[src/rtl/chg_guard_pkg.sv]
`timescale 1ns/1ps
package chg_guard_pkg;

  typedef enum logic [2:0] {
    CAUSE_NONE = 3'd0,
    CAUSE_OVP  = 3'd1,
    CAUSE_OCP  = 3'd2,
    CAUSE_BOVP = 3'd3,
    CAUSE_OTP  = 3'd4
  } cause_e;

  typedef enum logic [1:0] {
    CH_IDLE  = 2'd0,
    CH_BLANK = 2'd1,
    CH_TRIP  = 2'd2,
    CH_RECOV = 2'd3
  } chan_st_e;

  localparam int CH_OVP  = 0;
  localparam int CH_OCP  = 1;
  localparam int CH_BOVP = 2;
  localparam int N_CH    = 3;

  // Delay in microseconds to clock cycles, rounded up.
  function automatic int us_to_cyc(longint clk_hz, longint us);
    longint prod;
    prod = us * clk_hz;
    return int'((prod + 999_999) / 1_000_000);
  endfunction

  function automatic int max2(int a, int b);
    return (a > b) ? a : b;
  endfunction

endpackage

[src/rtl/chg_por_blank.sv]
`timescale 1ns/1ps
module chg_por_blank #(
  parameter int CYC = 400
)(
  input  logic clk,
  input  logic rst_n,
  output logic ready
);
  localparam int CW = $clog2(CYC + 2);
  localparam logic [CW-1:0] LAST = (CYC > 1) ? CW'(CYC - 1) : '0;

  logic [CW-1:0] cnt;

  always_ff @(posedge clk or negedge rst_n) begin
    if (!rst_n) begin
      cnt   <= '0;
      ready <= 1'b0;
    end else if (!ready) begin
      if (cnt == LAST) ready <= 1'b1;
      else             cnt   <= cnt + 1'b1;
    end
  end


  ready_hold_chk: assert property (@(posedge clk) disable iff (!rst_n)
    ready |=> ready);

endmodule

[src/rtl/chg_fault_chan.sv]
`timescale 1ns/1ps
module chg_fault_chan import chg_guard_pkg::*; #(
  parameter int BLANK_CYC  = 9,
  parameter int REC_CYC    = 0,
  parameter bit WAIT_CLEAR = 1'b1
)(
  input  logic clk,
  input  logic rst_n,
  input  logic flag,
  output logic active,
  output logic trip
);
  localparam int CW = $clog2(max2(BLANK_CYC, REC_CYC) + 2);
  localparam logic [CW-1:0] BLAST = (BLANK_CYC > 1) ? CW'(BLANK_CYC - 1) : '0;
  localparam logic [CW-1:0] RLAST = (REC_CYC > 1) ? CW'(REC_CYC - 1) : '0;

  chan_st_e      st, nxt_st;
  logic [CW-1:0] cnt, nxt_cnt;

  always_comb begin
    nxt_st  = st;
    nxt_cnt = cnt;
    trip    = 1'b0;
    unique case (st)
      CH_IDLE: begin
        if (flag) begin
          if (BLANK_CYC <= 1) begin
            trip    = 1'b1;
            nxt_st  = WAIT_CLEAR ? CH_TRIP : CH_RECOV;
            nxt_cnt = '0;
          end else begin
            nxt_st  = CH_BLANK;
            nxt_cnt = CW'(1);
          end
        end
      end
      CH_BLANK: begin
        if (!flag) begin
          nxt_st  = CH_IDLE;
          nxt_cnt = '0;
        end else if (cnt == BLAST) begin
          trip    = 1'b1;
          nxt_st  = WAIT_CLEAR ? CH_TRIP : CH_RECOV;
          nxt_cnt = '0;
        end else begin
          nxt_cnt = cnt + 1'b1;
        end
      end
      CH_TRIP: begin
        if (!flag) begin
          if (REC_CYC <= 1) begin
            nxt_st  = CH_IDLE;
            nxt_cnt = '0;
          end else begin
            nxt_st  = CH_RECOV;
            nxt_cnt = CW'(1);
          end
        end
      end
      CH_RECOV: begin
        if (WAIT_CLEAR && flag) begin
          nxt_st  = CH_TRIP;
          nxt_cnt = '0;
        end else if (cnt == RLAST) begin
          nxt_st  = CH_IDLE;
          nxt_cnt = '0;
        end else begin
          nxt_cnt = cnt + 1'b1;
        end
      end
      default: begin
        nxt_st  = CH_IDLE;
        nxt_cnt = '0;
      end
    endcase
  end

  always_ff @(posedge clk or negedge rst_n) begin
    if (!rst_n) begin
      st  <= CH_IDLE;
      cnt <= '0;
    end else begin
      st  <= nxt_st;
      cnt <= nxt_cnt;
    end
  end

  assign active = (st == CH_TRIP) || (st == CH_RECOV) ||
                  ((BLANK_CYC == 0) && flag && (st == CH_IDLE));

  // Length of the current run of high samples, kept for the check below.
  if (BLANK_CYC >= 2) begin : g_blank_chk
    localparam int HW = $clog2(BLANK_CYC + 1);
    localparam logic [HW-1:0] HMAX = HW'(BLANK_CYC);
    logic [HW-1:0] hi_run;
    always_ff @(posedge clk or negedge rst_n) begin
      if (!rst_n)              hi_run <= '0;
      else if (!flag)          hi_run <= '0;
      else if (hi_run != HMAX) hi_run <= hi_run + 1'b1;
    end

    blank_len_chk: assert property (@(posedge clk) disable iff (!rst_n)
      trip |-> (flag && (hi_run >= HW'(BLANK_CYC - 1))));
  end


  trip_needs_flag_chk: assert property (@(posedge clk) disable iff (!rst_n)
    trip |-> flag);

endmodule

[src/rtl/chg_evt_cnt.sv]
`timescale 1ns/1ps
module chg_evt_cnt #(
  parameter int LIMIT = 16
)(
  input  logic clk,
  input  logic rst_n,
  input  logic ev,
  output logic hit
);
  localparam int CW = $clog2(LIMIT + 1);
  localparam logic [CW-1:0] LAST = (LIMIT > 1) ? CW'(LIMIT - 1) : '0;

  logic [CW-1:0] cnt;

  always_ff @(posedge clk or negedge rst_n) begin
    if (!rst_n) begin
      cnt <= '0;
      hit <= 1'b0;
    end else if (ev && !hit) begin
      if (cnt == LAST) hit <= 1'b1;
      else             cnt <= cnt + 1'b1;
    end
  end


  hit_sticky_chk: assert property (@(posedge clk) disable iff (!rst_n)
    hit |=> hit);


  cnt_range_chk: assert property (@(posedge clk) disable iff (!rst_n)
    cnt <= LAST);

endmodule

[src/rtl/chg_guard_seq.sv]
`timescale 1ns/1ps
module chg_guard_seq import chg_guard_pkg::*; #(
  parameter longint CLK_HZ        = 10_000_000,
  parameter int     POR_BLANK_US  = 8000,
  parameter int     OVP_REC_US    = 8000,
  parameter int     OCP_BLANK_US  = 176,
  parameter int     OCP_REC_US    = 64000,
  parameter int     BOVP_BLANK_US = 176,
  parameter int     BOVP_REC_US   = 0,
  parameter int     EVT_LIMIT     = 16
)(
  input  logic       clk,
  input  logic       por_ok,
  input  logic       ovp_flag,
  input  logic       ocp_flag,
  input  logic       bovp_flag,
  input  logic       otp_flag,
  input  logic       rvl_flag,
  input  logic       gate_ctl,
  output logic       main_sw_en,
  output logic       aux_pass_en,
  output logic       latched_off,
  output logic [2:0] last_cause
);
  localparam int POR_CYC = us_to_cyc(CLK_HZ, POR_BLANK_US);

  logic            por_ready;
  logic [N_CH-1:0] flag_v, act_v, trip_v, hit_v;
  logic            any_fault;
  logic            otp_q;
  cause_e          cause_q;

  assign flag_v = {bovp_flag, ocp_flag, ovp_flag};

  chg_por_blank #(.CYC(POR_CYC)) u_por (
    .clk   (clk),
    .rst_n (por_ok),
    .ready (por_ready)
  );

  for (genvar g = 0; g < N_CH; g++) begin : g_ch
    localparam int BUS = (g == CH_OVP) ? 0 :
                         (g == CH_OCP) ? OCP_BLANK_US : BOVP_BLANK_US;
    localparam int RUS = (g == CH_OVP) ? OVP_REC_US :
                         (g == CH_OCP) ? OCP_REC_US : BOVP_REC_US;
    localparam bit WC  = (g != CH_OCP);

    chg_fault_chan #(
      .BLANK_CYC  (us_to_cyc(CLK_HZ, BUS)),
      .REC_CYC    (us_to_cyc(CLK_HZ, RUS)),
      .WAIT_CLEAR (WC)
    ) u_chan (
      .clk    (clk),
      .rst_n  (por_ok),
      .flag   (flag_v[g]),
      .active (act_v[g]),
      .trip   (trip_v[g])
    );

    if (g == CH_OVP) begin : g_nocnt
      assign hit_v[g] = 1'b0;
    end else begin : g_cnt
      chg_evt_cnt #(.LIMIT(EVT_LIMIT)) u_cnt (
        .clk   (clk),
        .rst_n (por_ok),
        .ev    (trip_v[g]),
        .hit   (hit_v[g])
      );
    end
  end

  assign any_fault   = |act_v;
  assign latched_off = |hit_v;
  assign main_sw_en  = por_ok && por_ready && !latched_off && !any_fault && !otp_flag;
  assign aux_pass_en = por_ok && gate_ctl && !rvl_flag && !any_fault;

  always_ff @(posedge clk or negedge por_ok) begin
    if (!por_ok) begin
      otp_q   <= 1'b0;
      cause_q <= CAUSE_NONE;
    end else begin
      otp_q <= otp_flag;
      if (trip_v[CH_OVP])            cause_q <= CAUSE_OVP;
      else if (trip_v[CH_OCP])       cause_q <= CAUSE_OCP;
      else if (trip_v[CH_BOVP])      cause_q <= CAUSE_BOVP;
      else if (otp_flag && !otp_q)   cause_q <= CAUSE_OTP;
    end
  end

  assign last_cause = cause_q;


  por_gate_chk: assert property (@(posedge clk) disable iff (!por_ok)
    main_sw_en |-> por_ready);


  ovp_off_chk: assert property (@(posedge clk) disable iff (!por_ok)
    ovp_flag |-> !main_sw_en);


  otp_off_chk: assert property (@(posedge clk) disable iff (!por_ok)
    otp_flag |-> !main_sw_en);


  aux_block_chk: assert property (@(posedge clk) disable iff (!por_ok)
    (rvl_flag || ovp_flag) |-> !aux_pass_en);


  latch_off_chk: assert property (@(posedge clk) disable iff (!por_ok)
    latched_off |-> !main_sw_en);


  latch_hold_chk: assert property (@(posedge clk) disable iff (!por_ok)
    latched_off |=> latched_off);


  cause_code_chk: assert property (@(posedge clk) disable iff (!por_ok)
    last_cause <= 3'd4);

endmodule

[config.mk]
export PLATFORM = sky130hd
export DESIGN_NAME = chg_guard_seq
export DESIGN_NICKNAME = d
export VERILOG_FILES = /design/src/rtl/chg_guard_pkg.sv /design/src/rtl/chg_por_blank.sv /design/src/rtl/chg_fault_chan.sv /design/src/rtl/chg_evt_cnt.sv /design/src/rtl/chg_guard_seq.sv
export SDC_FILE = /design/constraint.sdc
export NUM_CORES = 1
export LEC_CHECK = 0
export BUFFER_PORTS_ARGS = -buffer_cell sky130_fd_sc_hd__buf_4
export CORE_ASPECT_RATIO = 0.75
export CORE_MARGIN = 10
export CORE_UTILIZATION = 60
export CTS_BUF_LIST = sky130_fd_sc_hd__clkbuf_16
export DETAILED_ROUTE_END_ITERATION = 10
export HOLD_SLACK_MARGIN = 0.12
export PLACE_DENSITY = 0.85
export SYNTH_ARGS = -nofsm -noshare
export SYNTH_HDL_FRONTEND = slang
export SYNTH_HIERARCHICAL = 1
export SYNTH_SLANG_ARGS = --single-unit
[constraint.sdc]
create_clock -name clk -period 6.94 [get_ports clk]
set_input_delay 1.388 -clock clk [delete_from_list [all_inputs] [get_ports clk]]
set_output_delay 1.388 -clock clk [all_outputs]
set_load 0.005 [all_outputs]
* Word-level counts from Yosys, hierarchy flattened *
Index checks and enable logic that the tools add are counted.

operators by class
  add/subtract/negate cells = 6
  multiply operators = 0
  divide/modulo/power cells = 0
  magnitude comparators = 0
  eq/ne operators = 28
  shifts and indexed selects = 0
  muxes and demuxes = 56
  bitwise logic cells = 4
  reduce and logical (&&, ||, !) cells = 41

operators by type and width
  cell                                              number
  2-to-1 mux 17 bit                                 6
  2-to-1 mux 20 bit                                 5
  case mux 20 bit (4 select lines)                  1
  case mux 17 bit (4 select lines)                  1
  2-to-1 mux 11 bit                                 6
  case mux 11 bit (4 select lines)                  1
  adder 17 x 1 -> 17 bit (second input constant)    2
  == test 17 bit (second input constant)            2
  2-to-1 mux 2 bit                                  17
  case mux 2 bit (4 select lines)                   3
  adder 20 x 1 -> 20 bit (second input constant)    1
  == test 20 x 11 -> 1 bit (second input constant)  1
  == test 20 bit (second input constant)            1
  logical NOT 17 bit                                1
  AND reduction 2 bit                               8
  != test 3 x 2 -> 1 bit (second input constant)    5
  == test 2 bit (second input constant)             6
  2-to-1 mux 3 bit                                  4
  != test 2 bit (second input constant)             6
  AND reduction 4 bit                               3
  adder 11 x 1 -> 11 bit (second input constant)    1
  == test 11 bit (second input constant)            1
  logical AND 1 bit                                 11
  logical NOT 11 bit                                1
  other kinds (13)                                  41

storage, ports and cells
  register bits after elaboration = 88
  bits in latches = 0
  bits in writable memories = 0
  ROM bits = 0
  input port bits = 8
  output and inout port bits = 6
  logic and storage cells = 149
  memories kept = 0

* Logic depth before layout (Yosys ltp) *
Gate-level depths: netlist (run 1).

  depth in word-level cells = 7
  mapped depth = 9

* By module *
Netlist (run 1), hierarchy kept.

modules (own cells, without submodules)
  module                            times used  cells each  area each (um^2)  sequential area each (um^2)
  chg_fault_chan at g_ch[1].u_chan  1           174         1,496.4           550.5
  chg_fault_chan at g_ch[0].u_chan  1           147         1,306.3           475.5
  chg_por_blank                     1           76          857.1             450.4
  chg_fault_chan at g_ch[2].u_chan  1           91          849.6             325.3
  chg_evt_cnt                       2           19          270.3             150.1
  chg_guard_seq                     1           17          197.7             100.1

* Worst setup path after synthesis (run 1) *
OpenSTA, ideal clock, no wires.

  path kind = input to output
  start point = in ovp_flag
  end point = out main_sw_en
  arrival = 2,295 ps
  required time = 5,552 ps
  setup slack = 3,257 ps
  cell stages on the path = 3
  buffers on the path = 0
  cell sequence = a21o_1 -> or4b_4 -> nor4b_2

on the way
  cells in the longest elaborated chain, start to end = 6

RTL lines
  item                             line                  source
  start: declaration               chg_guard_seq.sv:14   input logic ovp_flag,
  logical AND 1 bit                chg_fault_chan.sv:89  ((BLANK_CYC == 0) && flag && (st == CH_IDLE));
  logical OR 1 bit                 chg_fault_chan.sv:88  assign active = (st == CH_TRIP) || (st == CH_RECOV) ||
  OR reduction 3 bit               chg_guard_seq.sv:72   assign any_fault = |act_v;
  logical NOT 1 bit                chg_guard_seq.sv:74   assign main_sw_en = por_ok && por_ready && !latched_off && !any_fault && !otp_flag;
  logical AND 1 bit (2 in series)  chg_guard_seq.sv:74
  end: declaration                 chg_guard_seq.sv:20   output logic main_sw_en,

No other way between the ends.

* Worst setup path in the final report (run 1) *
  start point = in por_ok
  end point = out main_sw_en

on the way
  cells in the longest elaborated chain, start to end = 4

RTL lines
  item                             line                 source
  start: declaration               chg_guard_seq.sv:13  input logic por_ok,
  logical AND 1 bit (4 in series)  chg_guard_seq.sv:74

No other way between the ends.

==> flow_summary.rst, run 1 <==
.. list-table::
   :header-rows: 1

   * - Metric
     - Value
   * - Outcome
     - finished clean
   * - Inserted Clock Buffers
     - 9
   * - Leak Pwr
     - 2.54 nW
   * - Count of different cell masters after synthesis
     - 85
   * - Critical Path RT
     - around 5.6 ns
   * - Total GRT Usage
     - ~18%
   * - Post-synthesis instance total
     - ~540
   * - Main synth FF type
     - sky130_fd_sc_hd__dfrtp_1
   * - Initial antenna violation count
     - 0
   * - Wire length reported by the detailed router
     - 10900 um
   * - Overall die width
     - between 100 and 150 um
   * - Number of warnings reported in the yosys synthesis log
     - 6
   * - Floorplan row count
     - 29
   * - Total of endpoints with negative setup slack in the final report
     - 0
   * - Worst hold-check path type
     - reg2reg
   * - Largest voltage drop on the vdd net
     - 0.187 mV
   * - TritonCTS clock tree
     - built
   * - Worst slew pin tran
     - about 1.1 ns
   * - Synthesized netlist net count
     - ~560
   * - Routed via count
     - about 4100
   * - Floorplan Core Area
     - ~0.0085 mm2
   * - Max_slew headroom
     - 27.3%
   * - Insertion delay of the later-clocked pin in the worst-skew pair
     - 0.34 ns
   * - Effective utilization at floorplan
     - about three fifths
   * - Vias in the first global route
     - 3992
   * - Final design instance area without fill
     - between 0.005 and 0.006 mm2
   * - Highest clock frequency the design can meet
     - between 0.2 and 0.3 GHz
   * - Detailed-route DRC error count
     - 0
   * - Final count of hold timing violations
     - 0
   * - Largest delay share family, worst path
     - simple AND/OR/NAND/NOR gates
   * - Most used standard cell by instance count after synthesis
     - sky130_fd_sc_hd__dfrtp_1
   * - Arrival @ worst endpoint
     - roughly 2.6 ns
   * - Antenna viol nets, final
     - 0
   * - List of cells traversed by the critical path
     - buf_4 > or4b_4 > nor4b_2 > buf_4
   * - Post-synth EDFFs
     - 0
   * - Global route total overflow
     - 0
   * - Post-CTS repair timing setup buffer count
     - 0
   * - Share of the yosys chip area belonging to registers
     - a little over two fifths
   * - Share of final-layout standard cells stronger than drive strength 1
     - between 10% and 20%
   * - Final hold slack
     - between 0.4 and 0.5 ns
   * - Total of cells resized after clock tree synthesis
     - 0
   * - Maximum count of clock buffers along a single path
     - 2
   * - Root buffer selected by CTS
     - sky130_fd_sc_hd__clkbuf_16
   * - Critical path's largest stage delay
     - 0.52 ns
   * - IO Pins
     - 14
   * - Maximum number of pins on one net before global-route repair
     - between 60 and 70
   * - Count of buffer and inverter cells on the critical path
     - 2
   * - Fin crit period
     - approximately 4 ns
   * - Highest net fanout along the worst path
     - 26
   * - CTS Sinks
     - between 80 and 90
   * - NumNets Final
     - 566
   * - Commonest cells in the netlist
     - 88 x sky130_fd_sc_hd__dfrtp_1, 79 x sky130_fd_sc_hd__nand2_1, 25 x sky130_fd_sc_hd__inv_1, 25 x sky130_fd_sc_hd__nor2_1
   * - Biggest area consumer among synthesized cells
     - sky130_fd_sc_hd__dfrtp_1
   * - Smallest setup slack after layout
     - 2.98 ns
   * - Number of levels in the clock H-tree
     - 3
   * - Wire length of the first global-routing pass
     - 19000 um
   * - Overall die height
     - between 100 and 150 um
   * - Critical path start-end classification
     - in2out
   * - Post-CTS Hold Buffers
     - 0
   * - Detail Placement HPWL
     - 7580 um
   * - Per-instance average area after synthesis
     - 9.66 um2
   * - Inserted Diodes
     - 0
   * - Routed via count divided by cell count
     - ~6.3
   * - Area of the mapped netlist
     - approximately 0.0052 mm2
   * - CP endpoint kind
     - output pin
   * - DRC violation total after the first TritonRoute iteration
     - around 340
   * - Setup repair after global routing missed its margin
     - no
   * - CTS clock-pin slew for the worst setup and hold paths
     - about 0.070 ns
   * - Area share of the largest cell type after synthesis
     - roughly two fifths
   * - Placed inst area
     - between 0.005 and 0.006 mm2
   * - Cell repeated most along the worst path
     - sky130_fd_sc_hd__buf_4
   * - Slowest cell on the critical path
     - sky130_fd_sc_hd__or4b_4
   * - Worst clock skew
     - just under 0.008 ns
   * - Flops & latches, synth
     - 88
   * - Cell area power density
     - around 230 mW/mm2
   * - Final core utilization
     - roughly two thirds
   * - Avg WL per Cell
     - ~17 um
   * - PortBufs
     - 13
   * - Area growth from synthesis to final layout
     - 7.32%
   * - Final Slew Violations
     - 0
   * - Final total negative setup slack
     - 0 ns
   * - Number of max-cap violations
     - 0
   * - Initial DRT Pass Iterations
     - 5
   * - Post-placement setup slack
     - ~3.0 ns
   * - Final clock period utilization by the worst path
     - between 50% and 60%
   * - Floorplan die area
     - 0.0129 mm2
   * - Largest cells by area after synthesis
     - sky130_fd_sc_hd__dfrtp_1 42%, sky130_fd_sc_hd__nand2_1 5.7%, sky130_fd_sc_hd__xnor2_1 2.5%, sky130_fd_sc_hd__ha_1 2.4%, sky130_fd_sc_hd__and3_1 2.1%
   * - Synth async-reset ratio
     - 100%
   * - Final weighted congestion in routability-driven placement
     - slightly below 0.9
   * - Critical path launch point type
     - primary input
path summary, 6_finish.rpt:
path / from / endpoint / slack, ns / cells after the start
setup / recovery: por_ok / main_sw_en / 2.98 / 4
hold / removal: u_por/cnt[13] / u_por/cnt[13] / 0.47 / 1
setup reg to reg: g_ch[2].u_chan/cnt[0] / g_ch[2].g_cnt.u_cnt/cnt[1] / 4.17 / 6
hold reg to reg: u_por/cnt[13] / u_por/cnt[13] / 0.47 / 1
max in group asynchronous: por_ok / g_ch[0].u_chan/st[1] / 4.89 / 2
min in group asynchronous: por_ok / u_por/cnt[14] / 0.94 / 1
state kept, by name (all words and copies together) (netlist names):
name                  cells
g_ch.g_cnt.u_cnt/hit      2
g_ch.u_chan/cnt          48
otp_q                     1
u_por/ready               1
last_cause                3
g_ch.u_chan/st            6
u_por/cnt                17
g_ch.g_cnt.u_cnt/cnt     10
metrics by stage:
stage / instances / power, W
after global routing: 660 / 0.00139
after global placement: 645 / 0.000835
after CTS: 660 / 0.00133
final: 660 / 0.00132
after detailed placement: 645 / 0.000847
after floorplan: 543 / 0.000772
worst register-to-register path, stage by stage, from the launching register on:
cell                      delay [ns]
sky130_fd_sc_hd__dfrtp_1        0.41
sky130_fd_sc_hd__ha_1           0.24
sky130_fd_sc_hd__nand4_1        0.33
sky130_fd_sc_hd__or4_1          0.62
sky130_fd_sc_hd__nor2_1         0.30
sky130_fd_sc_hd__nor3b_4        0.39
sky130_fd_sc_hd__mux2_2         0.38
layer usage:
metal	share of wire (%)	up-vias	GRT usage [%]
met5	0	-	0
met4	1.7	0	6.56
met3	4.2	18	4.26
met2	47	104	27.3
met1	47	2040	23.9
li1	-	1977	-
area by class of cell:
cell class | instances | area [um2]
Clock buffer | 9 | 225
Clock inverter | 6 | 67.6
Fill cell | 664 | 2860
Inverter | 25 | 93.8
Multi-Input combinational cell | 408 | 2790
Sequential cell | 88 | 2200
Tap cell | 108 | 135
Timing Repair Buffer | 16 | 120
cells by family (layout without fill, tap and decap cells):
kind of cell | Yosys count | count (layout) | synth area share [%]
multiplexers | 5 | 5 | 1.10
AND/OR/NAND/NOR | 243 | 243 | 26.6
XOR/XNOR | 27 | 27 | 4.51
flip-flops | 88 | 88 | 42.0
AO/OA/AOI/OAI | 123 | 123 | 18.6
buffers and inverters | 47 | 56 | 4.91
adder cells (fa/ha/maj) | 10 | 10 | 2.38
power by group:
| part | switching, W | leakage (nW) | internal [W] |
|---|---|---|---|
| clock network | 0.000205 | 0.138 | 0.000279 |
| registers | 0.0000517 | 1.18 | 0.000549 |
| logic | 0.000149 | 1.23 | 0.0000895 |
placed cells by master (no fill, tap or decap), drive strengths merged, types with 11 or more instances in the layout:
cell type	Yosys	routed
a21oi	15	15
and3	21	21
buf	14	16
dfrtp	88	88
inv	25	27
nand2	80	80
nand3	19	19
nand4	14	14
nor2	29	29
nor3	11	11
o211ai	15	15
o21ai	29	29
o22ai	14	14
xnor2	15	15
xor2	12	12
(Power assumes the default switching activity.)
==> run 2: changes to the inputs <==
Settings changed: CORE_UTILIZATION 60 to 57.
Clock period 6.94 ns to 3.2 ns, I/O delays scaled along.
==> flow_summary.rst, run 2 (same netlist as run 1, synthesis figures left out) <==
.. list-table::
   :header-rows: 1

   * - Metric
     - Value
   * - Insertion delay of the later-clocked pin in the worst-skew pair
     - 0.34 ns (about the same)
   * - DRC violation total after the first TritonRoute iteration
     - 308 (was 341)
   * - Highest net fanout along the worst path
     - 6 (was 26)
   * - Area of the multi-input gates
     - 0.00279 mm2 (unchanged)
   * - Worst hold-check path type
     - in2async (was reg2reg)
   * - Cell area power density
     - 497 mW/mm2 (was 235 mW/mm2)
   * - Placed inst area
     - 0.00537 mm2 (was 0.00534 mm2)
   * - Initial antenna violation count
     - 0 (unchanged)
   * - Fin crit period
     - approximately 2.7 ns
   * - Max_slew headroom
     - 45.0% (was 27.3%)
   * - CTS Sinks
     - 88 (unchanged)
   * - Final total negative setup slack
     - 0 ns (unchanged)
   * - Root buffer selected by CTS
     - sky130_fd_sc_hd__clkbuf_16 (unchanged)
   * - Total of cells resized after clock tree synthesis
     - 0 (unchanged)
   * - Arrival @ worst endpoint
     - 2.96 ns (was 2.58 ns)
   * - Slowest cell on the critical path
     - sky130_fd_sc_hd__dfrtp_1 (was sky130_fd_sc_hd__or4b_4)
   * - Final design instance area without fill
     - 0.00565 mm2 (was 0.00563 mm2)
   * - Startpoint of the worst register-to-register path
     - g_ch[1].u_chan/cnt[0] (was g_ch[2].u_chan/cnt[0])
   * - Initial DRT Pass Iterations
     - 5 (unchanged)
   * - Count of buffer and inverter cells on the critical path
     - 0 (was 2)
   * - Final Slew Violations
     - 0 (unchanged)
   * - Critical Path RT
     - 3.42 ns (was 5.55 ns)
   * - Detail Placement HPWL
     - 7650 um (was 7580 um)
   * - Reg-to-reg endpoint
     - g_ch[1].g_cnt.u_cnt/cnt[1] (was g_ch[2].g_cnt.u_cnt/cnt[1])
   * - Area growth from synthesis to final layout
     - 7.63% (was 7.32%)
   * - Floorplan row count
     - 30 (was 29)
   * - PortBufs
     - 13 (unchanged)
   * - TritonCTS clock tree
     - built (unchanged)
   * - Vias in the first global route
     - 4053 (was 3992)
   * - Routed via count
     - 4205 (was 4139)
   * - Largest registers ranked by flip-flop count
     - g_ch.u_chan/cnt (48), u_por/cnt (17), g_ch.g_cnt.u_cnt/cnt (10) (unchanged)
   * - Max FFs per register
     - 48 (unchanged)
   * - Floorplan Core Area
     - 0.00901 mm2 (was 0.00849 mm2)
   * - List of cells traversed by the critical path
     - ha_1 > and4_1 > nand2_1 > nor4_1 > and3_1 > nor3b_4 > mux2_2 (was buf_4 > or4b_4 > nor4b_2 > buf_4)
   * - Overall die height
     - 103 um (was 101 um)
   * - Number of filler cells placed in the layout
     - 698 (was 664)
   * - Floorplan die area
     - 0.0135 mm2 (was 0.0129 mm2)
   * - Setup repair after global routing missed its margin
     - no (unchanged)
   * - CTS clock-pin slew for the worst setup and hold paths
     - 0.07 ns (about the same)
   * - Overall die width
     - 131 um (was 128 um)
   * - Switching power share of the total
     - 31.5% (was 30.7%)
   * - Critical path start-end classification
     - reg2reg (was in2out)
   * - Footprint of the flip-flops and latches
     - 0.00220 mm2 (unchanged)
   * - Commonest non-fill, non-tap cell in the layout
     - sky130_fd_sc_hd__dfrtp_1 (unchanged)
   * - Number of max-cap violations
     - 0 (unchanged)
   * - Total GRT Usage
     - 17.5% (was 17.8%)
   * - IO Pins
     - 14 (unchanged)
   * - Share of final-layout standard cells stronger than drive strength 1
     - 15.4% (was 14.9%)
   * - Final count of hold timing violations
     - 0 (unchanged)
   * - Wire length of the first global-routing pass
     - 19200 um (was 19000 um)
   * - Effective utilization at floorplan
     - 58.3% (was 61.8%)
   * - NumNets Final
     - 570 (was 566)
   * - Largest delay share family, worst path
     - simple AND/OR/NAND/NOR gates (unchanged)
   * - Critical path's largest stage delay
     - 0.44 ns (was 0.52 ns)
   * - Register-to-register setup slack
     - 0.46 ns (was 4.17 ns)
   * - Portion of total power attributed to combinational logic
     - 19.1% (was 18.0%)
   * - Inserted Diodes
     - 0 (unchanged)
   * - Worst slew pin tran
     - 0.825 ns (was 1.09 ns)
   * - Antenna viol nets, final
     - 0 (unchanged)
   * - Largest voltage drop on the vdd net
     - 0.504 mV (was 0.187 mV)
   * - CP endpoint kind
     - register (was output pin)
   * - Total net switching power
     - 0.000883 W (was 0.000405 W)
   * - Post-CTS Hold Buffers
     - 0 (unchanged)
   * - Highest clock frequency the design can meet
     - approximately 0.37 GHz
   * - Total of endpoints with negative setup slack in the final report
     - 0 (unchanged)
   * - Number of levels in the clock H-tree
     - 3 (unchanged)
   * - Avg WL per Cell
     - 16.6 um (about the same)
   * - Share of total power in sequential cells
     - 46.1% (was 45.4%)
   * - Global route total overflow
     - 0 (unchanged)
   * - Outcome
     - finished clean (unchanged)
   * - Top register by number of flip-flops
     - g_ch.u_chan/cnt (unchanged)
   * - Routed via count divided by cell count
     - 6.29 (was 6.27)
   * - Detailed-route DRC error count
     - 0 (unchanged)
   * - Maximum number of pins on one net before global-route repair
     - 68 (was 65)
   * - Final weighted congestion in routability-driven placement
     - 0.930 (was 0.865)
   * - Wire length reported by the detailed router
     - 11100 um (was 10900 um)
   * - R2r worst-path depth
     - 7 (was 6)
   * - Worst clock skew
     - 0.00557 ns (was 0.00789 ns)
   * - Final clock period utilization by the worst path
     - between 80% and 90%
   * - Inserted Clock Buffers
     - 9 (unchanged)
   * - Leak Pwr
     - 2.55 nW (was 2.54 nW)
   * - Maximum count of clock buffers along a single path
     - 2 (unchanged)
   * - Critical path launch point type
     - register (was primary input)
   * - Relative contribution of the clock network to total power
     - 34.8% (was 36.6%)
   * - Internal power summed over all cells
     - 0.00192 W (was 0.000917 W)
   * - Top library cells by usage in the layout, fill and taps aside
     - 88 x sky130_fd_sc_hd__dfrtp_1, 79 x sky130_fd_sc_hd__nand2_1, 26 x sky130_fd_sc_hd__inv_1 (was 88 x sky130_fd_sc_hd__dfrtp_1, 79 x sky130_fd_sc_hd__nand2_1, 25 x sky130_fd_sc_hd__inv_1, 25 x sky130_fd_sc_hd__nor2_1)
   * - Post-CTS repair timing setup buffer count
     - 0 (unchanged)
## run 2: power by group through the flow
stage                     combinational (W)  clock [W]  sequential (W)
final                              0.000536   0.000976         0.00130
after global routing               0.000596    0.00104         0.00131
after CTS                          0.000537   0.000990         0.00129
after detailed placement           0.000532          0         0.00131
after global placement             0.000509          0         0.00130
after floorplan                    0.000392          0         0.00128
## run 2: how the worst max path moves through the flow
stage                                start                         end  slack, ns  depth (start not counted)
floorplan           g_ch[1].u_chan/cnt[12]  g_ch[1].g_cnt.u_cnt/cnt[1]       0.82                          7
global placement    g_ch[1].u_chan/cnt[12]  g_ch[1].g_cnt.u_cnt/cnt[1]       0.67                          7
detailed placement   g_ch[1].u_chan/cnt[0]  g_ch[1].g_cnt.u_cnt/cnt[1]       0.56                          7
CTS                  g_ch[1].u_chan/cnt[0]  g_ch[1].g_cnt.u_cnt/cnt[1]       0.47                          7
global route         g_ch[1].u_chan/cnt[0]  g_ch[1].g_cnt.u_cnt/cnt[1]       0.27                          7
finish               g_ch[1].u_chan/cnt[0]  g_ch[1].g_cnt.u_cnt/cnt[1]       0.46                          7
## run 2: layout make-up
class,instances,area share [%]
clock buffer,9,3.99
multi-input combinational,408,49.4
sequential,88,39.0
tap,112,2.48
timing repair buffer,20,2.66
inverter,25,1.66
clock inverter,7,0.864
## run 2: layer usage
metal  vias to the layer above  share of wire, %  wire length, um  GRT usage, %
met5                         -                 0                0             0
met4                         0               1.5              171          6.05
met3                        22               4.4              493          4.06
met2                       120                49             5430          29.2
met1                      2068                45             5020          22.0
li1                       1995                 -                -             -
## run 2: per-stage QoR
| stage | power, W | instances | setup WS [ns] | utilization [%] | hold WS, ns |
|---|---|---|---|---|---|
| after floorplan | 0.00167 | 543 | 0.820 | - | 0.344 |
| after global placement | 0.00181 | 653 | 0.672 | 59.7 | 0.451 |
| after detailed placement | 0.00184 | 653 | 0.557 | 59.7 | 0.463 |
| after CTS | 0.00282 | 669 | 0.466 | 62.7 | 0.183 |
| after global routing | 0.00295 | 669 | 0.267 | 62.7 | 0.193 |
| final | 0.00281 | 669 | 0.464 | 62.7 | 0.181 |
